[config.mk]
export PLATFORM = sky130hd
export DESIGN_NAME = mem_order_arb
export DESIGN_NICKNAME = d
export VERILOG_FILES = /design/src/rtl/mem_arb_pkg.sv /design/src/rtl/mem_arb_pick.sv /design/src/rtl/mem_arb_vec_track.sv /design/src/rtl/mem_arb_mux.sv /design/src/rtl/mem_order_arb.sv
export SDC_FILE = /design/constraint.sdc
export NUM_CORES = 1
export LEC_CHECK = 0
export BUFFER_PORTS_ARGS = -buffer_cell sky130_fd_sc_hd__buf_2
export CAP_MARGIN = 20
export CORE_AREA = 2 2 96 98
export CTS_CLUSTER_DIAMETER = 150
export CTS_CLUSTER_SIZE = 40
export DETAILED_ROUTE_END_ITERATION = 10
export DIE_AREA = 0 0 98 100
export GPL_TIMING_DRIVEN = 0
export HOLD_SLACK_MARGIN = 0.03
export SLEW_MARGIN = 15
export SYNTH_ARGS = -nofsm -noshare
export SYNTH_HDL_FRONTEND = slang
export SYNTH_SLANG_ARGS = --single-unit
[constraint.sdc]
create_clock -name clk -period 2.8 [get_ports clk]
set_input_delay 0.56 -clock clk [delete_from_list [all_inputs] [get_ports clk]]
set_output_delay 0.56 -clock clk [all_outputs]
set_load 0.02 [all_outputs]
[src/rtl/mem_arb_pkg.sv]
// Shared constants and the source encoding used by the memory arbiter.
// Assumes requester index 0 is the highest priority.
package mem_arb_pkg;
    localparam int NUM_REQ = 3;
    localparam int SRC_W   = $clog2(NUM_REQ);

    typedef enum logic [SRC_W-1:0] {
        SRC_VEC   = 2'd0,
        SRC_DATA  = 2'd1,
        SRC_FETCH = 2'd2
    } src_e;
endpackage

[src/rtl/mem_arb_pick.sv]
// Fixed-priority picker with a grant lock. Index 0 wins. A grant that is not
// accepted by the cache is kept on the same requester in the next cycle.
// Assumes a requester keeps its valid high until it is accepted.
module mem_arb_pick #(
    parameter int N = 3
) (
    input  logic         clk,
    input  logic         rst_n,
    input  logic [N-1:0] req_i,
    input  logic [N-1:0] elig_i,
    input  logic         take_i,
    output logic [N-1:0] grant_o
);
    logic [N-1:0] cand;
    logic [N-1:0] first;
    logic [N:0]   seen;
    logic         locked_q;
    logic [N-1:0] lock_gnt_q;

    assign cand    = req_i & elig_i;
    assign seen[0] = 1'b0;

    // Priority chain: a candidate wins if no lower index is a candidate.
    for (genvar i = 0; i < N; i++) begin : g_chain
        assign first[i]    = cand[i] & ~seen[i];
        assign seen[i + 1] = seen[i] | cand[i];
    end

    // A held grant overrides a new pick.
    assign grant_o = locked_q ? lock_gnt_q : first;

    // Remember an unaccepted grant for the next cycle.
    always_ff @(posedge clk) begin
        if (!rst_n) begin
            locked_q   <= 1'b0;
            lock_gnt_q <= '0;
        end else begin
            locked_q   <= (|grant_o) & ~take_i;
            lock_gnt_q <= grant_o;
        end
    end

    p_grant_onehot_r4: assert property (@(posedge clk) disable iff (!rst_n)
        $onehot0(grant_o));

    p_grant_kept_r4: assert property (@(posedge clk) disable iff (!rst_n)
        ((|grant_o) && !take_i) |=> (grant_o == $past(grant_o)));
endmodule

[src/rtl/mem_arb_vec_track.sv]
// Counts vector accesses that were accepted but are not complete, and holds
// scalar traffic after a scalar miss until that count reaches zero.
// Assumes completions never exceed acceptances and the count fits PEND_W.
module mem_arb_vec_track #(
    parameter int PEND_W = 4
) (
    input  logic clk,
    input  logic rst_n,
    input  logic inc_i,
    input  logic dec_i,
    input  logic scalar_miss_i,
    output logic hold_o
);
    localparam logic [PEND_W-1:0] CNT_MAX = {PEND_W{1'b1}};

    logic [PEND_W-1:0] cnt_q;
    logic [PEND_W-1:0] cnt_d;
    logic              hold_q;

    // Next pending count after this cycle's acceptance and completion.
    always_comb begin
        cnt_d = cnt_q + PEND_W'(inc_i) - PEND_W'(dec_i);
    end

    // Count register and the miss-started hold.
    always_ff @(posedge clk) begin
        if (!rst_n) begin
            cnt_q  <= '0;
            hold_q <= 1'b0;
        end else begin
            cnt_q  <= cnt_d;
            hold_q <= (hold_q | scalar_miss_i) & (cnt_d != '0);
        end
    end

    assign hold_o = hold_q;

    p_no_overflow_r5: assert property (@(posedge clk) disable iff (!rst_n)
        (cnt_q == CNT_MAX) |-> !(inc_i && !dec_i));

    p_no_underflow_r5: assert property (@(posedge clk) disable iff (!rst_n)
        (cnt_q == '0) |-> !(dec_i && !inc_i));

    p_hold_needs_pending_r7: assert property (@(posedge clk) disable iff (!rst_n)
        hold_q |-> (cnt_q != '0));
endmodule

[src/rtl/mem_arb_mux.sv]
// AND-OR multiplexer that steers the granted requester's fields to the
// cache and encodes the grant as a source index. Assumes a one-hot grant.
module mem_arb_mux #(
    parameter int N      = 3,
    parameter int ADDR_W = 32,
    parameter int DATA_W = 32
) (
    input  logic [N-1:0]             grant_i,
    input  logic [N-1:0][ADDR_W-1:0] addr_i,
    input  logic [N-1:0]             we_i,
    input  logic [N-1:0][DATA_W-1:0] wdata_i,
    output logic [ADDR_W-1:0]        addr_o,
    output logic                     we_o,
    output logic [DATA_W-1:0]        wdata_o,
    output logic [$clog2(N)-1:0]     src_o
);
    localparam int SW = $clog2(N);

    // Merge the fields of the granted requester.
    always_comb begin
        addr_o  = '0;
        we_o    = 1'b0;
        wdata_o = '0;
        src_o   = '0;
        for (int i = 0; i < N; i++) begin
            addr_o  = addr_o  | (addr_i[i]  & {ADDR_W{grant_i[i]}});
            wdata_o = wdata_o | (wdata_i[i] & {DATA_W{grant_i[i]}});
            we_o    = we_o    | (we_i[i] & grant_i[i]);
            src_o   = src_o   | (SW'(i) & {SW{grant_i[i]}});
        end
    end
endmodule

[src/rtl/mem_order_arb.sv]
// Order-preserving arbiter for one shared cache port. The vector unit has
// the highest priority, then scalar data, then fetch. A scalar miss with
// vector accesses pending holds scalar traffic until those complete.
// Assumes requesters keep valid and fields stable until accepted.
module mem_order_arb #(
    parameter int ADDR_W = 32,
    parameter int DATA_W = 32,
    parameter int PEND_W = 4
) (
    input  logic              clk,
    input  logic              rst_n,
    input  logic              vec_valid_i,
    input  logic [ADDR_W-1:0] vec_addr_i,
    input  logic              vec_we_i,
    input  logic [DATA_W-1:0] vec_wdata_i,
    output logic              vec_ready_o,
    input  logic              vec_done_i,
    input  logic              sd_valid_i,
    input  logic [ADDR_W-1:0] sd_addr_i,
    input  logic              sd_we_i,
    input  logic [DATA_W-1:0] sd_wdata_i,
    output logic              sd_ready_o,
    input  logic              if_valid_i,
    input  logic [ADDR_W-1:0] if_addr_i,
    output logic              if_ready_o,
    output logic              cache_valid_o,
    output logic [ADDR_W-1:0] cache_addr_o,
    output logic              cache_we_o,
    output logic [DATA_W-1:0] cache_wdata_o,
    output logic [1:0]        cache_src_o,
    input  logic              cache_ready_i,
    input  logic              cache_miss_i,
    output logic [2:0]        grant_o
);
    import mem_arb_pkg::*;

    logic [NUM_REQ-1:0]             req;
    logic [NUM_REQ-1:0]             elig;
    logic [NUM_REQ-1:0]             grant;
    logic [NUM_REQ-1:0][ADDR_W-1:0] addr_arr;
    logic [NUM_REQ-1:0][DATA_W-1:0] wdata_arr;
    logic [NUM_REQ-1:0]             we_arr;
    logic [SRC_W-1:0]               src;
    logic                           hold;
    logic                           take;
    logic                           scalar_miss;

    // Gather requester channels into index order (0 = highest priority).
    assign req       = {if_valid_i, sd_valid_i, vec_valid_i};
    assign addr_arr  = {if_addr_i, sd_addr_i, vec_addr_i};
    assign wdata_arr = {{DATA_W{1'b0}}, sd_wdata_i, vec_wdata_i};
    assign we_arr    = {1'b0, sd_we_i, vec_we_i};
    assign elig      = {~hold, ~hold, 1'b1};

    mem_arb_pick #(.N(NUM_REQ)) u_pick (
        .clk     (clk),
        .rst_n   (rst_n),
        .req_i   (req),
        .elig_i  (elig),
        .take_i  (cache_ready_i),
        .grant_o (grant)
    );

    mem_arb_mux #(.N(NUM_REQ), .ADDR_W(ADDR_W), .DATA_W(DATA_W)) u_mux (
        .grant_i (grant),
        .addr_i  (addr_arr),
        .we_i    (we_arr),
        .wdata_i (wdata_arr),
        .addr_o  (cache_addr_o),
        .we_o    (cache_we_o),
        .wdata_o (cache_wdata_o),
        .src_o   (src)
    );

    // Acceptance and scalar-miss detection for the tracker.
    assign take        = (|grant) & cache_ready_i;
    assign scalar_miss = take & ~grant[SRC_VEC] & cache_miss_i;

    mem_arb_vec_track #(.PEND_W(PEND_W)) u_track (
        .clk           (clk),
        .rst_n         (rst_n),
        .inc_i         (vec_ready_o),
        .dec_i         (vec_done_i),
        .scalar_miss_i (scalar_miss),
        .hold_o        (hold)
    );

    // Port outputs.
    assign grant_o       = grant;
    assign cache_valid_o = |grant;
    assign cache_src_o   = src;
    assign vec_ready_o   = grant[SRC_VEC]   & cache_ready_i;
    assign sd_ready_o    = grant[SRC_DATA]  & cache_ready_i;
    assign if_ready_o    = grant[SRC_FETCH] & cache_ready_i;

    p_vec_wins_r2: assert property (@(posedge clk) disable iff (!rst_n)
        (vec_valid_i && !$past(cache_valid_o && !cache_ready_i)) |-> grant_o[0]);

    p_data_over_fetch_r3: assert property (@(posedge clk) disable iff (!rst_n)
        (sd_valid_i && if_valid_i && !vec_valid_i && !hold
         && !$past(cache_valid_o && !cache_ready_i)) |-> !grant_o[2]);

    p_hold_blocks_scalar_r5: assert property (@(posedge clk) disable iff (!rst_n)
        hold |-> !(grant_o[1] || grant_o[2]));

    p_vec_free_in_hold_r6: assert property (@(posedge clk) disable iff (!rst_n)
        (hold && vec_valid_i && !$past(cache_valid_o && !cache_ready_i)) |-> grant_o[0]);
endmodule

==> flow_metrics.py <==
metrics = {
    "outcome": {
        "status": "completed",
    },
    "finish": {
        "n_antenna_cell": 0,
        "stdcell_count": 534,
        "drive_gt1_share_pct": 64.07,
        "nets": 599,
        "final_core_util_pct": 31.67,
        "fin_area_um2": 2815,
        "area_delta_synth_final_pct": 108.9,
    },
    "yosys": {
        "ys_types": 27,
        "synthCells": 168,
        "syn_area_um2": 1348,
        "synth_top_family_by_area": "compound AO/OA/AOI/OAI gates",
        "synth_compound_area_share_pct": 50.42,
        "synth-simple-area-share_pct": 9.471,
        "synthAdderAreaFrac_pct": 5.200,
        "synth.avg_cell_area_um2": 8.021,
        "syn_nets": 343,
        "synth_edf_count": 0,
        "yosysWarnings": 0,
        "synthArstFlopShare_pct": 0,
        "synth_top_flop_cell": "dfxtp_1",
        "ys_seq_area_share_pct": 13.37,
        "synth_mux_area_share_pct": 0.8357,
        "synth_xor_area_share_pct": 1.300,
        "ys_ff_latch": 9,
    },
    "clock_network": {
        "clkLatencyLatePin_ps": 230,
        "h-tree-depth": 1,
        "hold_buffers": 0,
        "root_buffer": "clkbuf_8",
        "cts_tree": "built",
        "cts.path.max_buffers": 2,
        "cts.sinks": 9,
        "cts_made_buffers": 3,
        "clkTransAtPathRegs_ps": 50,
    },
    "route": {
        "antenna_left": 0,
        "drt_pass1_iterations": 9,
        "top_layer": "met4",
        "drc": 0,
        "wl_um": 6969,
        "drt_iter0_drc": 171,
        "wl_met3_um": 744,
        "vias": 2427,
        "met1Wirelength_um": 2714,
        "wl_per_cell_um": 13.05,
        "wl_met2_um": 3489,
        "via_per_inst": 4.545,
    },
    "worst_setup_path": {
        "cp.arrival_ps": 2100,
        "worst-path-buf-inv": 4,
        "cp_slowest_stage_delay_ps": 530,
        "critical_path_class": "primary input to output port",
        "critPathRequiredTime_ps": 2240,
        "cp_common_cell": "buf_2",
        "critical_path.top_delay_family": "buffers and inverters",
        "crit_chain": "buf_2, or4b_4, o21ai_4, buf_6, a222oi_1, inv_1, buf_2",
        "crit_fanout": 11,
        "cp_slowest_cell": "or4b_4",
        "setup.worst_path.end_class": "output port",
        "critPathLaunchType": "primary input",
    },
    "placed_design": {
        "post-place-ws_ps": -107.6,
        "io_buffers": 243,
        "dpl_cell_area_um2": 2704,
        "place_inst": 522,
        "place.gp.congestion": 0.7271,
        "hpwlAfterDp_um": 6004,
    },
    "floorplanning": {
        "die_x_um": 98,
        "io-pin-count": 244,
        "start_util_pct": 15.16,
        "row_count": 35,
        "dieArea_um2": 9800,
        "die_h_um": 100,
        "coreArea_um2": 8890,
    },
    "timing": {
        "period_share_pct": 95.16,
        "finalHoldViolations": 0,
        "rsz0062_at_grt": "false",
        "worst_slew_pin_slew_ps": 443.5,
        "slew_viol_final": 0,
        "setup_violations": 0,
        "timing.slew.headroom_pct": 70.43,
        "timing.final.ws_setup_ps": 135.5,
        "fmax_mhz": 375.3,
        "finClkSkew_ps": 5.689,
        "whs_ps": 580.5,
        "period_needed_ps": 2664,
        "tns_ps": 0,
    },
    "grt": {
        "antenna_found_initial": 0,
        "grt_max_degree": 12,
        "grt_pass1_wl_um": 10200,
        "grtUsageTotal_pct": 12.49,
        "grt_remaining_overflow": 0,
        "grt_pass1_vias": 2138,
    },
    "power": {
        "p_leak_nw": 1.812,
        "finalPower_mw": 1.132,
        "p_per_area_nw_per_um2": 401.9,
        "ir_drop_mv": 0.1553,
    },
    "min_path": {
        "hold_class": "primary input to flip-flop",
    },
    "flow_run": {
        "cap_violations": 0,
    },
}
[logic make-up (layout without fill, tap and decap cells)]
group / count (synthesis) / count (layout)
buf+inv: 60 / 315
xor+xnor: 2 / 2
fa+ha+maj: 5 / 5
compound gates: 71 / 71
flops: 9 / 9
simple gates: 20 / 20
mux: 1 / 1
[final cells by class]
type / instances / area [um^2]
Buffer: 20 / 115.1
Inverter: 40 / 150.1
Fill cell: 973 / 6075
Tap cell: 111 / 138.9
Multi-Input combinational cell: 99 / 909.6
Clock buffer: 4 / 45.04
Sequential cell: 9 / 180.2
Timing Repair Buffer: 251 / 1276
[cell usage in the layout, fill, tap and decap left out, drive strengths merged]
cell / netlist / layout
nor2: 3 / 3
or3: 2 / 2
o21a: 1 / 1
or4b: 1 / 1
buf: 11 / 262
a22o: 33 / 33
o41ai: 1 / 1
mux2: 1 / 1
nand3: 2 / 2
fa: 1 / 1
clkbuf: 9 / 13
o21ai: 1 / 1
dfxtp: 9 / 9
and2: 7 / 7
ha: 4 / 4
nor3b: 2 / 2
a21oi: 2 / 2
nand2: 3 / 3
o22a: 1 / 1
a222oi: 32 / 32
inv: 40 / 40
xor2: 2 / 2
[where the power goes]
part | internal, mW | leakage (nW) | switching [mW]
clock network | 0.0992 | 0.0228 | 0.0513
logic | 0.359 | 1.71 | 0.449
registers | 0.156 | 0.0744 | 0.0172
[synth_stat cells, types with 2 or more instances]
cell | count | share of area (%)
xor2_1 | 2 | 1.3
a22o_1 | 33 | 21
ha_1 | 4 | 3.7
buf_6 | 3 | 2.5
dfxtp_1 | 9 | 13
clkbuf_1 | 9 | 2.5
nand3_1 | 2 | 0.74
inv_1 | 40 | 11
a222oi_1 | 32 | 24
nand2_1 | 3 | 0.84
a21oi_1 | 2 | 0.74
nor2_1 | 3 | 0.84
and2_1 | 7 | 3.2
buf_2 | 5 | 1.9
buf_4 | 2 | 1.1
[path summary, 6_finish.rpt]
| path | cells after the start | startpoint | endpoint | slack, ps |
|---|---|---|---|---|
| min | 2 | rst_n | u_pick.lock_gnt_q[1] | 580 |
| max | 7 | vec_valid_i | cache_addr_o[26] | 140 |
| min reg2reg | 1 | u_track.hold_o | u_track.hold_o | 590 |
| max reg2reg | 11 | u_pick.locked_q | u_track.hold_o | 190 |
[what timing repair did]
action                                  4_1_cts  5_1_grt
setup buffers                                 4        4
hold endpoints to repair                      0        0
endpoints found under the setup margin       10        4
gates resized for setup                       0        3
pin swaps                                     1        1
[layer usage]
metal	track usage (%)	vias up
met3	2.228	3
met2	22.87	178
met5	0	-
met1	15.48	1075
met4	2.244	0
li1	-	1171
[sequential cells by signal, summed over array words and instances, names as in the netlist]
signal	count
u_pick.lock_gnt_q	3
u_pick.locked_q	1
u_track.cnt_q	4
u_track.hold_o	1
(Power assumes the default switching activity.)
